<file path="config.mk">
export PLATFORM = sky130hd
export DESIGN_NAME = hwlock_bank
export DESIGN_NICKNAME = d
export VERILOG_FILES = /design/src/rtl/hwlock_pkg.sv /design/src/rtl/hwlock_port_dec.sv /design/src/rtl/hwlock_cell.sv /design/src/rtl/hwlock_rd_port.sv /design/src/rtl/hwlock_bank.sv
export SDC_FILE = /design/constraint.sdc
export NUM_CORES = 1
export LEC_CHECK = 0
export BUFFER_PORTS_ARGS = -buffer_cell sky130_fd_sc_hd__buf_2
export CORE_ASPECT_RATIO = 0.75
export CORE_MARGIN = 2
export CORE_UTILIZATION = 33
export DETAILED_ROUTE_END_ITERATION = 10
export MAX_ROUTING_LAYER = met4
export PLACE_DENSITY = 0.57
export SLEW_MARGIN = 20
export SYNTH_ARGS = -nofsm -noshare
export SYNTH_HDL_FRONTEND = slang
export SYNTH_HIERARCHICAL = 1
export SYNTH_SLANG_ARGS = --single-unit
</file>
<file path="constraint.sdc">
create_clock -name clk -period 1.66 [get_ports clk]
set_input_delay 0.332 -clock clk [delete_from_list [all_inputs] [get_ports clk]]
set_output_delay 0.332 -clock clk [all_outputs]
set_load 0.05 [all_outputs]
</file>
<file path="src/rtl/hwlock_pkg.sv">
package hwlock_pkg;

    // Who currently holds a lock
    typedef enum logic [1:0] {
        OWN_NONE  = 2'd0,
        OWN_LEFT  = 2'd1,
        OWN_RIGHT = 2'd2
    } owner_e;

    // Which port an instance serves
    typedef enum logic {
        SIDE_LEFT  = 1'b0,
        SIDE_RIGHT = 1'b1
    } side_e;

    // Per-lock stored state
    typedef struct packed {
        owner_e owner;
        logic   pend_l;
        logic   pend_r;
    } lock_state_t;

    // Decoded write actions for one lock in one cycle
    typedef struct packed {
        logic l_take;
        logic l_give;
        logic r_take;
        logic r_give;
    } lock_ops_t;

    localparam lock_state_t LOCK_RESET = '{owner: OWN_NONE, pend_l: 1'b0, pend_r: 1'b0};

    // Next state of one lock given this cycle's write actions
    function automatic lock_state_t lock_step(input lock_state_t cur, input lock_ops_t ops);
        lock_state_t nxt;
        logic   want_l;
        logic   want_r;
        owner_e base;
        want_l = (cur.pend_l | ops.l_take) & ~ops.l_give;
        want_r = (cur.pend_r | ops.r_take) & ~ops.r_give;
        base   = cur.owner;
        if ((cur.owner == OWN_LEFT && ops.l_give) ||
            (cur.owner == OWN_RIGHT && ops.r_give)) begin
            base = OWN_NONE;
        end
        nxt.owner = base;
        if (base == OWN_NONE) begin
            if (want_l)      nxt.owner = OWN_LEFT;
            else if (want_r) nxt.owner = OWN_RIGHT;
        end
        nxt.pend_l = want_l & (nxt.owner != OWN_LEFT);
        nxt.pend_r = want_r & (nxt.owner != OWN_RIGHT);
        return nxt;
    endfunction

    // Port view: 0 when the asking side holds the lock
    function automatic logic lock_view(input owner_e owner, input side_e side);
        logic held;
        held = (side == SIDE_LEFT) ? (owner == OWN_LEFT) : (owner == OWN_RIGHT);
        return ~held;
    endfunction

endpackage

</file>
<file path="src/rtl/hwlock_port_dec.sv">
module hwlock_port_dec #(
    parameter int N_LOCKS = 8,
    parameter int IDX_W   = 3,
    parameter int DATA_W  = 8
) (
    input  logic              sel_n,
    input  logic              mem_en_n,
    input  logic              wr,
    input  logic [IDX_W-1:0]  idx,
    input  logic [DATA_W-1:0] wdata,
    output logic [N_LOCKS-1:0] take_v,
    output logic [N_LOCKS-1:0] give_v,
    output logic              rd_hit
);

    logic access;
    logic wr_hit;
    logic unused_hi;

    assign access    = ~sel_n & mem_en_n;
    assign wr_hit    = access & wr;
    assign rd_hit    = access & ~wr;
    assign unused_hi = ^wdata[DATA_W-1:1];

    for (genvar g = 0; g < N_LOCKS; g++) begin : g_dec
        logic match;
        assign match     = (idx == IDX_W'(g));
        assign take_v[g] = wr_hit & match & ~wdata[0];
        assign give_v[g] = wr_hit & match &  wdata[0];
    end

endmodule

</file>
<file path="src/rtl/hwlock_cell.sv">
module hwlock_cell
    import hwlock_pkg::*;
(
    input  logic        clk,
    input  logic        rst,
    input  lock_ops_t   ops,
    output lock_state_t state
);

    lock_state_t state_q;
    lock_state_t state_d;

    always_comb begin
        state_d = lock_step(state_q, ops);
    end

    always_ff @(posedge clk) begin
        if (rst) state_q <= LOCK_RESET;
        else     state_q <= state_d;
    end

    assign state = state_q;

endmodule

</file>
<file path="src/rtl/hwlock_rd_port.sv">
module hwlock_rd_port
    import hwlock_pkg::*;
#(
    parameter int    N_LOCKS = 8,
    parameter int    IDX_W   = 3,
    parameter int    DATA_W  = 8,
    parameter side_e SIDE    = SIDE_LEFT
) (
    input  logic              clk,
    input  logic              rst,
    input  logic              rd_hit,
    input  logic [IDX_W-1:0]  idx,
    input  owner_e            owners [N_LOCKS],
    output logic [DATA_W-1:0] rdata
);

    logic [DATA_W-1:0] rdata_q;
    logic              view;

    always_comb begin
        view = 1'b1;
        for (int k = 0; k < N_LOCKS; k++) begin
            if (idx == IDX_W'(k)) view = lock_view(owners[k], SIDE);
        end
    end

    always_ff @(posedge clk) begin
        if (rst)         rdata_q <= '1;
        else if (rd_hit) rdata_q <= {DATA_W{view}};
    end

    assign rdata = rdata_q;

endmodule

</file>
<file path="src/rtl/hwlock_bank.sv">
module hwlock_bank
    import hwlock_pkg::*;
#(
    parameter int N_LOCKS = 8,
    parameter int DATA_W  = 8,
    localparam int IDX_W  = $clog2(N_LOCKS)
) (
    input  logic              clk,
    input  logic              rst,
    input  logic              l_sel_n,
    input  logic              l_mem_en_n,
    input  logic              l_wr,
    input  logic [IDX_W-1:0]  l_idx,
    input  logic [DATA_W-1:0] l_wdata,
    output logic [DATA_W-1:0] l_rdata,
    input  logic              r_sel_n,
    input  logic              r_mem_en_n,
    input  logic              r_wr,
    input  logic [IDX_W-1:0]  r_idx,
    input  logic [DATA_W-1:0] r_wdata,
    output logic [DATA_W-1:0] r_rdata
);

    logic [N_LOCKS-1:0] l_take_v, l_give_v, r_take_v, r_give_v;
    logic [N_LOCKS-1:0] own_l_v, own_r_v, pend_l_v, pend_r_v;
    logic               l_rd_hit, r_rd_hit;
    owner_e             owners [N_LOCKS];

    hwlock_port_dec #(.N_LOCKS(N_LOCKS), .IDX_W(IDX_W), .DATA_W(DATA_W)) u_dec_l (
        .sel_n(l_sel_n), .mem_en_n(l_mem_en_n), .wr(l_wr), .idx(l_idx),
        .wdata(l_wdata), .take_v(l_take_v), .give_v(l_give_v), .rd_hit(l_rd_hit)
    );

    hwlock_port_dec #(.N_LOCKS(N_LOCKS), .IDX_W(IDX_W), .DATA_W(DATA_W)) u_dec_r (
        .sel_n(r_sel_n), .mem_en_n(r_mem_en_n), .wr(r_wr), .idx(r_idx),
        .wdata(r_wdata), .take_v(r_take_v), .give_v(r_give_v), .rd_hit(r_rd_hit)
    );

    for (genvar g = 0; g < N_LOCKS; g++) begin : g_lock
        lock_ops_t   ops;
        lock_state_t st;
        assign ops = '{l_take: l_take_v[g], l_give: l_give_v[g],
                       r_take: r_take_v[g], r_give: r_give_v[g]};
        hwlock_cell u_cell (.clk(clk), .rst(rst), .ops(ops), .state(st));
        assign owners[g]   = st.owner;
        assign own_l_v[g]  = (st.owner == OWN_LEFT);
        assign own_r_v[g]  = (st.owner == OWN_RIGHT);
        assign pend_l_v[g] = st.pend_l;
        assign pend_r_v[g] = st.pend_r;
    end

    hwlock_rd_port #(.N_LOCKS(N_LOCKS), .IDX_W(IDX_W), .DATA_W(DATA_W), .SIDE(SIDE_LEFT)) u_rd_l (
        .clk(clk), .rst(rst), .rd_hit(l_rd_hit), .idx(l_idx), .owners(owners), .rdata(l_rdata)
    );

    hwlock_rd_port #(.N_LOCKS(N_LOCKS), .IDX_W(IDX_W), .DATA_W(DATA_W), .SIDE(SIDE_RIGHT)) u_rd_r (
        .clk(clk), .rst(rst), .rd_hit(r_rd_hit), .idx(r_idx), .owners(owners), .rdata(r_rdata)
    );

endmodule

</file>
* Word level (Yosys, flattened, before mapping) *
Index checks and enable logic that the tools add are counted.

storage, ports and cells
  word-level logic and storage cells = 294
  bits of input ports = 30
  memories = 0
  bits in read-only memories = 0
  bits in writable memories = 0
  latch bits = 0
  register bits after elaboration = 34

operators by class
  shifts and indexed selects = 0
  multiplexer cells = 48
  bitwise logic cells = 140
  $lt $le $gt $ge = 0
  reduce and logical (&&, ||, !) cells = 34
  add/subtract/negate cells = 0
  equal/unequal tests = 46
  $mul = 0
  divide/modulo/power cells = 0

operators with widths
  kind                                                    number
  bitwise AND 1 bit                                       86
  2-to-1 mux 2 bit                                        32
  NOT 1 bit                                               38
  == test 3 bit (second input constant)                   8
  == test 2 x 1 -> 1 bit (second input constant)          8
  == test 2 bit (second input constant)                   8
  logical AND 1 bit                                       16
  logical NOT 2 bit                                       8
  2-to-1 mux 1 bit                                        16
  inequality test 2 x 1 -> 1 bit (second input constant)  8
  inequality test 2 bit (second input constant)           8
  bitwise OR 1 bit                                        16
  == test 3 x 2 -> 1 bit (second input constant)          4
  logical OR 1 bit                                        8
  == test 3 x 1 -> 1 bit (second input constant)          2
  logical NOT 3 bit                                       2

* Longest topological paths before layout *
  word-level depth = 13
  gate-level depth with buffers = 6
  mapped depth without buffers = 5

* Cells and area by module *
Netlist, hierarchy kept.

by module, submodules not included
  module           instances  area each (µm²)  cells an instance
  hwlock_cell      8          178.9            16
  hwlock_rd_port   2          202.7            25
  hwlock_port_dec  2          193.9            29

* Worst setup path after synthesis *
OpenSTA, ideal clock, no wires.

  kind = input -> register
  from = input l_wdata[0]
  to = register g_lock[3].u_cell.state_q (netlist bit g_lock[3].u_cell/state[0])
  path buffers = 1
  stages = 6
  setup time = 103 ps
  required time = 1557 ps
  slack = 7 ps
  arrival = 1549 ps
  path through = or3b_1 buf_2 nor4b_4 o21bai_2 a21boi_2 a2111oi_2

RTL lines
  what                   line                   RTL
  start, declared        hwlock_bank.sv:14      input logic [DATA_W-1:0] l_wdata,
  NOT 1 bit              hwlock_port_dec.sv:28  assign take_v[g] = wr_hit & match & ~wdata[0];
  bitwise AND 1 bit      hwlock_port_dec.sv:28
  via l_take_v[3]        hwlock_bank.sv:24      logic [N_LOCKS-1:0] l_take_v, l_give_v, r_take_v, r_give_v;
  bitwise OR 1 bit       hwlock_pkg.sv:39       want_l = (cur.pend_l | ops.l_take) & ~ops.l_give;
  bitwise AND 1 bit      hwlock_pkg.sv:39
  2-to-1 mux 2 bit       hwlock_pkg.sv:48       if (want_l) nxt.owner = OWN_LEFT;
  2-to-1 mux 2 bit       hwlock_pkg.sv:47       if (base == OWN_NONE) begin
  inequality test 2 bit  hwlock_pkg.sv:52       nxt.pend_r = want_r & (nxt.owner != OWN_RIGHT);
  bitwise AND 1 bit      hwlock_pkg.sv:52
  end signal, assigned   hwlock_cell.sv:19      else state_q <= state_d;
  end, declared          hwlock_cell.sv:10      lock_state_t state_q;

The timed path passes the listed nets, and every way through them passes these cells.
A chain may end at the register's enable or synchronous reset.

* Final worst setup path *
  from = input l_sel_n
  to = register g_lock[3].u_cell.state_q (netlist bit g_lock[3].u_cell/state[2])

between the ends
  cells in the longest elaborated chain, start to end = 11

RTL lines
  what                                line                   RTL
  start, declared                     hwlock_bank.sv:10      input logic l_sel_n,
  NOT 1 bit (*)                       hwlock_port_dec.sv:20  assign access = ~sel_n & mem_en_n;
  bitwise AND 1 bit (*)               hwlock_port_dec.sv:20
  bitwise AND 1 bit (*)               hwlock_port_dec.sv:21  assign wr_hit = access & wr;
  bitwise AND 1 bit (*) (2 in a row)  hwlock_port_dec.sv:29  assign give_v[g] = wr_hit & match & wdata[0];
  via l_give_v[3]                     hwlock_bank.sv:24
  logical AND 1 bit                   hwlock_pkg.sv:42       if ((cur.owner == OWN_LEFT && ops.l_give) ||
  logical OR 1 bit                    hwlock_pkg.sv:42
  2-to-1 mux 2 bit                    hwlock_pkg.sv:42
  2-to-1 mux 2 bit                    hwlock_pkg.sv:49       else if (want_r) nxt.owner = OWN_RIGHT;
  2-to-1 mux 2 bit                    hwlock_pkg.sv:48
  2-to-1 mux 2 bit (*)                hwlock_pkg.sv:47

The timed path passes the listed nets; every way through them passes the cells marked *.

==> summary.txt <==
GRT
  • First-pass GRT wire length: 8.990 mm
  • Remaining global-route overflow: 0
  • Total GRT Usage: roughly 16%
  • Vias in the first global route: ~1900
  • Pin count of the biggest net entering global routing: 34
  • Initial antenna violation count: 0

STA
  • Slew headroom: 51.65%
  • Fin Setup TNS: 0 ns
  • Period utilization: a little over nine tenths
  • Worst Max-Slew Pin Slew: around 0.73 ns
  • Final hold violations: 0
  • Worst Skew: ~0.0067 ns
  • Unrepaired setup endpoints after global routing: false
  • Min Tclk post-route: between 1.5 and 2 ns
  • Slack of the critical path: approximately 0.10 ns
  • Slew Limit Fails: 0
  • # setup viols final: 0
  • F_max: between 0.6 and 0.7 GHz

Pwr
  • Seq pwr share: between 40% and 50%
  • Logic pwr share: 16.3%
  • Sw frac: ~29%
  • Internal power: between 1 and 1.5 mW
  • PD cells: around 630 mW/mm^2
  • Psw: 0.5041 mW
  • Leak: between 0.9 and 1 nW
  • Clock network power share: between 30% and 40%
  • Worst IR Drop VDD: between 0.0004 and 0.0005 V

Synthesis
  • Post-synth EDFFs: 0
  • Ys async rst share: 0%
  • YS warnings: 6
  • Post-synth top area share: 30.60%
  • Synthesized area: roughly 0.0022 mm^2
  • FF+latch count, synth: 34
  • Ys flop type: dfxtp_1
  • Cells after synthesis: approximately 240
  • Syn Area/Cell: around 9.4 um^2
  • Yosys cell types: 33
  • Cell taking the most area after synthesis: dfxtp_1
  • Largest cells by area after synthesis: dfxtp_1 (31%), nor2_1 (6.7%), nand2b_1 (6.2%)
  • Sequential-to-total area share from yosys stat: 30.60%
  • Synth Net Count: between 200 and 300

Critical path
  • Max stage delay cell, worst path: nor4b_1
  • Cell family with the largest share of critical-path delay: simple AND/OR/NAND/NOR gates
  • Setup CP Type: in2reg
  • Startpoint types: primary input
  • Worst EP arrival: 1.70 ns
  • Crit Path Max Fanout: 4
  • Crit path largest cell delay: around 0.4 ns
  • CP bufs+invs: 2
  • WP data required: roughly 1.8 ns
  • CP Cell Sequence: buf_2 -> nand3b_1 -> nor4b_1 -> buf_4 -> o21bai_2 -> a21boi_2 -> a211oi_2
  • Critical Path End Type: flip-flop

Place
  • Dpl ws: -0.2696 ns
  • GPL Wtd Cong: between 0.7 and 0.8
  • Port Buffer Count: 31
  • Post-DP HPWL: around 4.2 mm

Final layout
  • Share of cells above drive strength 1: 41.72%
  • Ant. Diodes: 0
  • Final #Nets: 331
  • Synthesis-to-layout area growth: 26.15%

Clock network
  • Clock buffer depth: 2
  • Worst-path clk slew: 0.07 ns
  • CTS Buf Count: 5
  • Clock Sinks: 34
  • Hold buffers post-CTS: 0
  • Clock Latency Late Sink: 0.29 ns
  • CTS tree: yes
  • CTS root buf: clkbuf_8
  • Htree depth: 2

Die
  • Die height: ~75 um
  • # rows: 25
  • Core Area: between 0.006 and 0.007 mm^2
  • Die area: 0.007421 mm^2
  • DIE WIDTH: around 99 um
  • I/O pin count: 46
  • Initial Utilization: between 30% and 40%

Detailed routing
  • Iter 0 DRT Violations: 76
  • Pre-Repair DR Iteration Count: 4
  • Vias: 1971
  • Number of remaining DRC errors: 0
  • DRT antenna net count: 0
  • Vias per std cell: around 5
  • Routed wire length: about 5.4 mm
  • Average wire per standard cell: between 10 and 15 um

Flow run
  • Max cap viols: 0

Status
  • Status: finished, final reports clean

Worst hold path
  • Worst Hold Class: reg2reg
[cell usage in the layout, fill, tap and decap left out, types with 14 or more instances in the layout]
cell / n
nor2_1: 40
nand3b_1: 14
buf_4: 47
buf_2: 31
nand2b_1: 22
dfxtp_1: 34
[path summary, 6_finish.rpt]
kind / from / end / slack [ns] / cells past startpoint
setup / recovery: l_sel_n / g_lock[3].u_cell/state[2] / 0.10 / 7
hold reg to reg: g_lock[2].u_cell/state[1] / g_lock[2].u_cell/state[1] / 0.50 / 2
hold / removal: g_lock[2].u_cell/state[1] / g_lock[2].u_cell/state[1] / 0.50 / 2
setup reg to reg: g_lock[4].u_cell/state[3] / u_rd_r/rdata[0] / 0.26 / 3
[sequential cells by signal, indices dropped and copies added (netlist names)]
register             cells
g_lock.u_cell/state     32
u_rd_l/rdata             1
u_rd_r/rdata             1
[worst register-to-register path, cell delays in order, from the launching register on]
cell      delay (ns)
dfxtp_1         0.47
or3b_1          0.38
a311oi_1        0.31
nand4_1         0.11
[power groups by stage]
stage	Clock, mW	Sequential, mW	Combinational, mW
6_report	0.646	0.830	0.288
5_1_grt	0.713	0.831	0.307
4_1_cts	0.663	0.830	0.286
3_5_place_dp	0	0.849	0.285
3_3_place_gp	0	0.849	0.282
2_1_floorplan	0	0.856	0.168
[area by class of cell]
cell class | count | area [um^2]
multi-input combinational | 180 | 1418
timing repair buffer | 78 | 508.0
fill | 648 | 3606
clock buffer | 7 | 86.33
tap | 81 | 101.3
clock inverter | 1 | 5.005
sequential | 34 | 680.7
inverter | 2 | 7.507
[Yosys cell counts, types with 4 or more instances]
| library cell | n |
|---|---|
| nor4_1 | 6 |
| o21bai_2 | 8 |
| nor3_1 | 4 |
| nand2b_1 | 22 |
| nand4_1 | 4 |
| nor2_1 | 40 |
| clkbuf_1 | 4 |
| nor3b_1 | 8 |
| o21bai_1 | 8 |
| buf_4 | 14 |
| nand3b_1 | 14 |
| nand4bb_1 | 4 |
| a21bo_1 | 8 |
| a211oi_2 | 8 |
| or3b_1 | 4 |
| dfxtp_1 | 34 |
| a2111oi_2 | 8 |
| a21boi_2 | 8 |
[repair_timing]
action,in CTS,in global routing
endpoints found under the setup margin,0,6
resized for setup,0,3
setup buffers,0,0
[logic make-up after synthesis]
kind of cell	count (synthesis)	synth area share, %
AO/OA/AOI/OAI	52	25.99
buffers and inverters	22	6.187
flip-flops	34	30.60
AND/OR/NAND/NOR	128	37.23
[metrics by stage]
stage          power (mW)  utilization (%)  hold slack, ns  cells  cell area, um^2
5_1_grt             1.851            43.77          0.5183    383             2806
3_5_place_dp        1.135            42.17          0.4888    375             2704
4_1_cts             1.779            43.59          0.5034    383             2795
2_1_floorplan       1.024                -          0.3966    236             2225
6_report            1.764            43.77          0.4979    383             2806
3_3_place_gp        1.131            42.17          0.4813    375             2704
[metal layers]
layer	global-route usage [%]	vias up	part of all wire, %	routed length (um)
met5	-	-	0	0
met4	3.349	0	0.64	35
met3	3.900	4	3.6	196
met2	24.85	33	45	2439
met1	21.32	940	51	2760
li1	-	994	-	-
Note: power is estimated with default switching activity, not from simulation.
